**config.mk**
```make
export PLATFORM = sky130hd
export DESIGN_NAME = intr_vector_unit
export DESIGN_NICKNAME = d
export VERILOG_FILES = /design/src/rtl/ivu_pkg.sv /design/src/rtl/ivu_fall_latch.sv /design/src/rtl/ivu_prio_pick.sv /design/src/rtl/ivu_vec_fetch.sv /design/src/rtl/intr_vector_unit.sv
export SDC_FILE = /design/constraint.sdc
export NUM_CORES = 1
export LEC_CHECK = 0
export ABC_CLOCK_PERIOD_IN_PS = 1800
export BUFFER_PORTS_ARGS = -buffer_cell sky130_fd_sc_hd__buf_2
export CAP_MARGIN = 40
export CORE_ASPECT_RATIO = 1.25
export CORE_MARGIN = 1
export CORE_UTILIZATION = 40
export DETAILED_ROUTE_END_ITERATION = 8
export GPL_TIMING_DRIVEN = 1
export PLACE_DENSITY = 0.74
export REMOVE_ABC_BUFFERS = 1
export SYNTH_ARGS = -nofsm -noshare
export SYNTH_HDL_FRONTEND = slang
export SYNTH_SLANG_ARGS = --single-unit
```
**constraint.sdc**
```tcl
create_clock -name clk -period 1.8 [get_ports clk]
set_input_delay 0.36 -clock clk [delete_from_list [all_inputs] [get_ports clk]]
set_output_delay 0.36 -clock clk [all_outputs]
set_load 0.005 [all_outputs]
```
**src/rtl/ivu_pkg.sv**
```systemverilog
package ivu_pkg;
  typedef enum logic [2:0] {
    SRC_NONE = 3'd0,
    SRC_RST  = 3'd1,
    SRC_TMO  = 3'd2,
    SRC_HALT = 3'd3,
    SRC_PWR  = 3'd4,
    SRC_FXA  = 3'd5,
    SRC_FXB  = 3'd6,
    SRC_VEC  = 3'd7
  } src_e;

  localparam int NUM_SRC  = 8;
  localparam int NUM_EDGE = 3;

  typedef enum logic [1:0] {
    FS_IDLE = 2'd0,
    FS_BUSY = 2'd1,
    FS_HOLD = 2'd2
  } fetch_e;
endpackage

```
**src/rtl/ivu_fall_latch.sv**
```systemverilog
module ivu_fall_latch #(
  parameter int N = 3
) (
  input  logic         clk,
  input  logic         rst_n,
  input  logic [N-1:0] line_i,
  input  logic [N-1:0] clr_i,
  input  logic         flush_i,
  output logic [N-1:0] pend_o
);
  logic [N-1:0] prev_q, pend_q, pend_d, fall_w;

  assign fall_w = prev_q & ~line_i;

  always_comb begin
    if (flush_i) pend_d = '0;
    else         pend_d = (pend_q & ~clr_i) | fall_w;
  end

  always_ff @(posedge clk or negedge rst_n) begin
    if (!rst_n) begin
      prev_q <= '1;
      pend_q <= '0;
    end else begin
      prev_q <= line_i;
      pend_q <= pend_d;
    end
  end

  assign pend_o = pend_q;

  generate
    for (genvar g = 0; g < N; g++) begin : g_chk

      edge_caught_chk: assert property (@(posedge clk) disable iff (!rst_n)
        (prev_q[g] && !line_i[g] && !flush_i) |=> pend_o[g]);
    end
  endgenerate
endmodule

```
**src/rtl/ivu_prio_pick.sv**
```systemverilog
module ivu_prio_pick
  import ivu_pkg::*;
(
  input  logic [NUM_SRC-1:1] req_i,
  output src_e               win_o
);
  always_comb begin
    win_o = SRC_NONE;
    for (int k = NUM_SRC - 1; k >= 1; k--) begin
      if (req_i[k]) win_o = src_e'(3'(k));
    end
  end
endmodule

```
**src/rtl/ivu_vec_fetch.sv**
```systemverilog
module ivu_vec_fetch
  import ivu_pkg::*;
#(
  parameter int VEC_W = 16
) (
  input  logic             clk,
  input  logic             rst_n,
  input  logic             start_i,
  input  logic             done_i,
  input  logic [VEC_W-1:0] data_i,
  input  logic             abort_i,
  input  logic             flush_i,
  input  logic             take_i,
  output logic             idle_o,
  output logic             busy_o,
  output logic             hold_o,
  output logic [VEC_W-1:0] vec_o
);
  fetch_e           st_q, st_d;
  logic [VEC_W-1:0] vec_q, vec_d;
  logic             vec_en;

  always_comb begin
    st_d   = st_q;
    vec_en = 1'b0;
    vec_d  = data_i;
    if (flush_i) begin
      st_d = FS_IDLE;
    end else begin
      unique case (st_q)
        FS_IDLE: if (start_i) st_d = FS_BUSY;
        FS_BUSY: begin
          if (abort_i) st_d = FS_IDLE;
          else if (done_i) begin
            st_d   = FS_HOLD;
            vec_en = 1'b1;
          end
        end
        FS_HOLD: if (take_i) st_d = FS_IDLE;
        default: st_d = FS_IDLE;
      endcase
    end
  end

  always_ff @(posedge clk or negedge rst_n) begin
    if (!rst_n) st_q <= FS_IDLE;
    else        st_q <= st_d;
  end

  always_ff @(posedge clk or negedge rst_n) begin
    if (!rst_n)      vec_q <= '0;
    else if (vec_en) vec_q <= vec_d;
  end

  assign idle_o = (st_q == FS_IDLE);
  assign busy_o = (st_q == FS_BUSY);
  assign hold_o = (st_q == FS_HOLD);
  assign vec_o  = vec_q;


  iak_hold_chk: assert property (@(posedge clk) disable iff (!rst_n)
    (busy_o && !done_i && !abort_i && !flush_i) |=> busy_o);


  held_vec_chk: assert property (@(posedge clk) disable iff (!rst_n)
    (hold_o && !take_i && !flush_i) |=> (hold_o && $stable(vec_o)));
endmodule

```
**src/rtl/intr_vector_unit.sv**
```systemverilog
module intr_vector_unit
  import ivu_pkg::*;
#(
  parameter int               VEC_W    = 16,
  parameter logic [VEC_W-1:0] RST_VEC  = 16'o000000,
  parameter logic [VEC_W-1:0] TMO_VEC  = 16'o000004,
  parameter logic [VEC_W-1:0] HALT_VEC = 16'o000170,
  parameter logic [VEC_W-1:0] PWR_VEC  = 16'o000024,
  parameter logic [VEC_W-1:0] FXA_VEC  = 16'o000100,
  parameter logic [VEC_W-1:0] FXB_VEC  = 16'o000270
) (
  input  logic             clk,
  input  logic             rst_n,
  input  logic             dc_fail_i,
  input  logic             ac_ok_i,
  input  logic             halt_n_i,
  input  logic             fix_a_n_i,
  input  logic             fix_b_n_i,
  input  logic             vreq_i,
  input  logic             bus_tmo_i,
  input  logic             int_en_i,
  input  logic             svc_take_i,
  input  logic             iak_done_i,
  input  logic [VEC_W-1:0] iak_data_i,
  output logic             iak_req_o,
  output logic             svc_valid_o,
  output logic [2:0]       svc_src_o,
  output logic [VEC_W-1:0] svc_vec_o,
  output logic             init_o
);
  localparam int E_PWR = 0;
  localparam int E_FXA = 1;
  localparam int E_FXB = 2;

  logic [NUM_EDGE-1:0] edge_pend, edge_clr;
  logic [NUM_SRC-1:1]  req_w;
  logic                tmo_q, tmo_d;
  logic                init_q;
  logic                take_hit, start_w;
  logic                f_idle, f_busy, f_hold;
  logic [VEC_W-1:0]    f_vec;
  src_e                win;

  ivu_fall_latch #(.N(NUM_EDGE)) u_edges (
    .clk     (clk),
    .rst_n   (rst_n),
    .line_i  ({fix_b_n_i, fix_a_n_i, ac_ok_i}),
    .clr_i   (edge_clr),
    .flush_i (dc_fail_i),
    .pend_o  (edge_pend)
  );

  always_comb begin
    req_w[SRC_RST]  = dc_fail_i;
    req_w[SRC_TMO]  = tmo_q;
    req_w[SRC_HALT] = ~halt_n_i;
    req_w[SRC_PWR]  = edge_pend[E_PWR] & int_en_i;
    req_w[SRC_FXA]  = edge_pend[E_FXA] & int_en_i;
    req_w[SRC_FXB]  = edge_pend[E_FXB] & int_en_i;
    req_w[SRC_VEC]  = f_hold & int_en_i;
  end

  ivu_prio_pick u_pick (
    .req_i (req_w),
    .win_o (win)
  );

  assign take_hit = svc_take_i & (win != SRC_NONE);

  always_comb begin
    edge_clr        = '0;
    edge_clr[E_PWR] = take_hit & (win == SRC_PWR);
    edge_clr[E_FXA] = take_hit & (win == SRC_FXA);
    edge_clr[E_FXB] = take_hit & (win == SRC_FXB);
  end

  always_comb begin
    if (dc_fail_i)      tmo_d = 1'b0;
    else if (bus_tmo_i) tmo_d = 1'b1;
    else if (take_hit && win == SRC_TMO) tmo_d = 1'b0;
    else                tmo_d = tmo_q;
  end

  always_ff @(posedge clk or negedge rst_n) begin
    if (!rst_n) begin
      tmo_q  <= 1'b0;
      init_q <= 1'b0;
    end else begin
      tmo_q  <= tmo_d;
      init_q <= dc_fail_i;
    end
  end

  assign start_w = vreq_i & int_en_i & f_idle & (win == SRC_NONE);

  ivu_vec_fetch #(.VEC_W(VEC_W)) u_fetch (
    .clk     (clk),
    .rst_n   (rst_n),
    .start_i (start_w),
    .done_i  (iak_done_i),
    .data_i  (iak_data_i),
    .abort_i (bus_tmo_i),
    .flush_i (dc_fail_i),
    .take_i  (take_hit && win == SRC_VEC),
    .idle_o  (f_idle),
    .busy_o  (f_busy),
    .hold_o  (f_hold),
    .vec_o   (f_vec)
  );

  always_comb begin
    unique case (win)
      SRC_RST:  svc_vec_o = RST_VEC;
      SRC_TMO:  svc_vec_o = TMO_VEC;
      SRC_HALT: svc_vec_o = HALT_VEC;
      SRC_PWR:  svc_vec_o = PWR_VEC;
      SRC_FXA:  svc_vec_o = FXA_VEC;
      SRC_FXB:  svc_vec_o = FXB_VEC;
      SRC_VEC:  svc_vec_o = f_vec;
      default:  svc_vec_o = '0;
    endcase
  end

  assign svc_src_o   = win;
  assign svc_valid_o = (win != SRC_NONE);
  assign iak_req_o   = f_busy;
  assign init_o      = init_q;


  init_follow_chk: assert property (@(posedge clk) disable iff (!rst_n)
    dc_fail_i |=> init_o);


  halt_wins_chk: assert property (@(posedge clk) disable iff (!rst_n)
    (!halt_n_i && !dc_fail_i && !tmo_q) |-> (svc_src_o == SRC_HALT));


  mask_hides_chk: assert property (@(posedge clk) disable iff (!rst_n)
    !int_en_i |-> (svc_src_o < SRC_PWR));


  no_fetch_masked_chk: assert property (@(posedge clk) disable iff (!rst_n)
    (!int_en_i && !iak_req_o) |=> !($rose(iak_req_o)));
endmodule

```
==> flow_summary.json <==
{
  "outcome": "finished with violations",
  "violations": "negative setup slack",
  "routed_wl_mm": 3.30,
  "ir_worst_vdd_uv": 428,
  "hold_path_class": "in -> async",
  "die_y_um": 66.7,
  "max_slew_margin_pct": 62.4,
  "setup_viol": 20,
  "ys_top_cells_by_count": "23 x dfrtp_1, 16 x mux2_2, 10 x and2_2, 8 x nor2_1, 5 x a21oi_1",
  "syn-mean-instance-area_um2": 12.0,
  "synth.distinct_cells": 38,
  "synth_seq_area_share_pct": 48.9,
  "vias": 1159,
  "clock_latency_ns": 0.27,
  "synth_edf_count": 0,
  "dp.cells": 212,
  "io_pins": 50,
  "htreeDepth": 1,
  "yosysTopAreaCellShare_pct": 43.0,
  "rows": 23,
  "skew_ns": 0.00765,
  "synth_top_cell_by_area": "dfrtp_1",
  "routedWlPerCell_um": 14.6,
  "fmax_mhz": 468,
  "start_util_pct": 41.9,
  "worstMarginPinSlew_ns": 0.564,
  "synth-main-ff-cell": "dfrtp_1",
  "grt.total_usage_pct": 20.6,
  "synthCells": 112,
  "cellPowerDensity_mw_per_mm2": 613,
  "antenna_found_initial": 0,
  "die_x_um": 53.7,
  "drt-initial-drc-count": 24,
  "cellLeakagePower_nw": 1.02,
  "worstSetupPathType": "reg -> out",
  "critPathArrivalTime_ns": 1.78,
  "clk_path_buf_depth": 2,
  "cts_tree": "done",
  "ctsHoldBuffers": 0,
  "start_kind": "flip-flop",
  "syn_area_mm2": 0.00134,
  "clock_sink_count": 26,
  "ff2ff_path_depth": 9,
  "clockRootBuffer": "clkbuf_8",
  "fin_nets": 218,
  "diodes": 0,
  "setup_ws_ns": -0.337,
  "firstDrtPassIters": 4,
  "cp-end-kind": "primary output",
  "drtAntennaViolNets": 0,
  "path_clk_slew_ns": 0.09,
  "hold_ws_ns": 0.0707,
  "drive_above_1_share_pct": 66.7,
  "syn2layout_area_growth_pct": 49.4,
  "synthTopCellsByArea": "dfrtp_1 43%, mux2_2 13%, dfstp_2 5.9%",
  "drc": 0,
  "cap_violations": 0,
  "gr-total-overflow": 0,
  "cp_max_fo": 6,
  "vias_per_cell": 5.13,
  "async_flop_share_pct": 100,
  "period_minus_slack_ns": 2.14,
  "rsz0062_at_grt": "true",
  "required_ns": 1.44,
  "hold_violations": 0,
  "coreArea_mm2": 0.00319,
  "fillerInstances": 257,
  "gp_congestion": 0.930,
  "dieArea_mm2": 0.00358,
  "yosys_warnings": 0,
  "grt_pass1_vias": 1215,
  "dp_hpwl_mm": 2.44,
  "grt_pass1_wl_mm": 5.34,
  "grt_max_degree": 27,
  "ys_ff_latch": 26,
  "cts_made_buffers": 3,
  "port_buffers": 49,
  "synth.most_common_cell": "dfrtp_1",
  "stdcell_count": 226,
  "slew_violations": 0,
  "timing.final.crit_share_pct": 119
}
-- registers in the layout, indices dropped and copies added (netlist names) --
| name | count |
|---|---|
| u_fetch.vec_o | 16 |
| init_o | 1 |
| tmo_q | 1 |
| u_fetch.st_q | 2 |
| u_edges.pend_o | 3 |
| u_edges.prev_q | 3 |
-- cells by family (layout without fill, tap and decap cells) --
kind of cell | Yosys count | after routing | share of synthesized area, %
multiplexers | 16 | 16 | 13.5
AO/OA/AOI/OAI | 21 | 21 | 13.6
flip-flops | 26 | 26 | 48.9
buffers and inverters | 7 | 84 | 2.62
AND/OR/NAND/NOR | 42 | 42 | 21.5
-- report_power, final --
part / total (W) / leakage, nW / switching (W) / internal [W]
registers: 0.000662 / 0.340 / 0.0000264 / 0.000635
logic: 0.000227 / 0.660 / 0.000100 / 0.000127
clock network: 0.000338 / 0.0228 / 0.000179 / 0.000159
total: 0.00123 / 1.02 / 0.000306 / 0.000921
-- final cells by class --
type                            count  area, µm²  share of cell area (%)
Clock buffer                        4       45.0                    2.25
Inverter                            4       15.0                   0.750
Multi-Input combinational cell     79        702                    35.1
Sequential cell                    26        654                    32.7
Tap cell                           37       46.3                    2.31
Timing Repair Buffer               76        538                    26.9
-- cells in the final DEF (no fill, tap or decap), drive strengths merged, types with 3 or more instances in the layout --
master and count:
a21oi 5, mux2 16, and2 10, nand2 4, inv 4, or2 3, dfstp 3, nand2b 3
nor2b 4, clkbuf 4, nor2 8, buf 76, dfrtp 23
-- metal layers --
metal  track usage [%]  part of all wire [%]  vias up
met1              24.6                    40      570
met2              36.0                    55       33
met5                 0                     0        -
met3              2.51                   3.8        4
met4              8.88                   1.4        0
li1                  -                     -      552
-- through the flow --
| stage | utilization [%] | instance area, µm² | setup TNS (ns) | setup slack, ns | total power (W) |
|---|---|---|---|---|---|
| final | 62.6 | 2000 | -5.54 | -0.337 | 0.00123 |
| after global routing | 62.6 | 2000 | -7.01 | -0.420 | 0.00129 |
| after CTS | 60.9 | 1950 | -5.29 | -0.355 | 0.00122 |
| after detailed placement | 54.4 | 1740 | -0.553 | -0.0609 | 0.000871 |
| after global placement | 54.4 | 1740 | -0.449 | -0.0460 | 0.000858 |
| after floorplan | - | 1320 | 0 | 0.0641 | 0.000761 |
-- worst max-delay path, cell delays in order, from the launching register on --
cell and delay, ns:
dfrtp_1 0.39, or3b_4 0.43, nor3b_4 0.28, buf_6 0.17
and2_4 0.14, buf_6 0.08
-- path summary, 6_finish.rpt --
path / end / from / slack (ns)
min in group clk: u_edges.prev_q[2]$_DFF_PN1_ / fix_b_n_i / 0.19
max: svc_vec_o[11] / u_fetch.st_q[0]$_DFFE_PN0P_ / -0.34
max in group asynchronous: u_edges.prev_q[1]$_DFF_PN1_ / rst_n / 1.35
max reg2reg: u_fetch.st_q[0]$_DFFE_PN0P_ / u_fetch.st_q[1]$_DFFE_PN0P_ / -0.09
min reg2reg: u_fetch.vec_o[7]$_DFFE_PN0P_ / u_fetch.vec_o[7]$_DFFE_PN0P_ / 0.52
min: u_fetch.vec_o[9]$_DFFE_PN0P_ / rst_n / 0.07
-- repair_timing --
action | 4_1_cts | 5_1_grt
resized for setup | 28 | 7
setup buffers | 7 | 4
pin swaps | 16 | 6
hold endpoints to repair | 0 | 0
cloned | 0 | 0
setup endpoints to repair | 20 | 21
No activity file was read; power rests on OpenSTA's default activity.
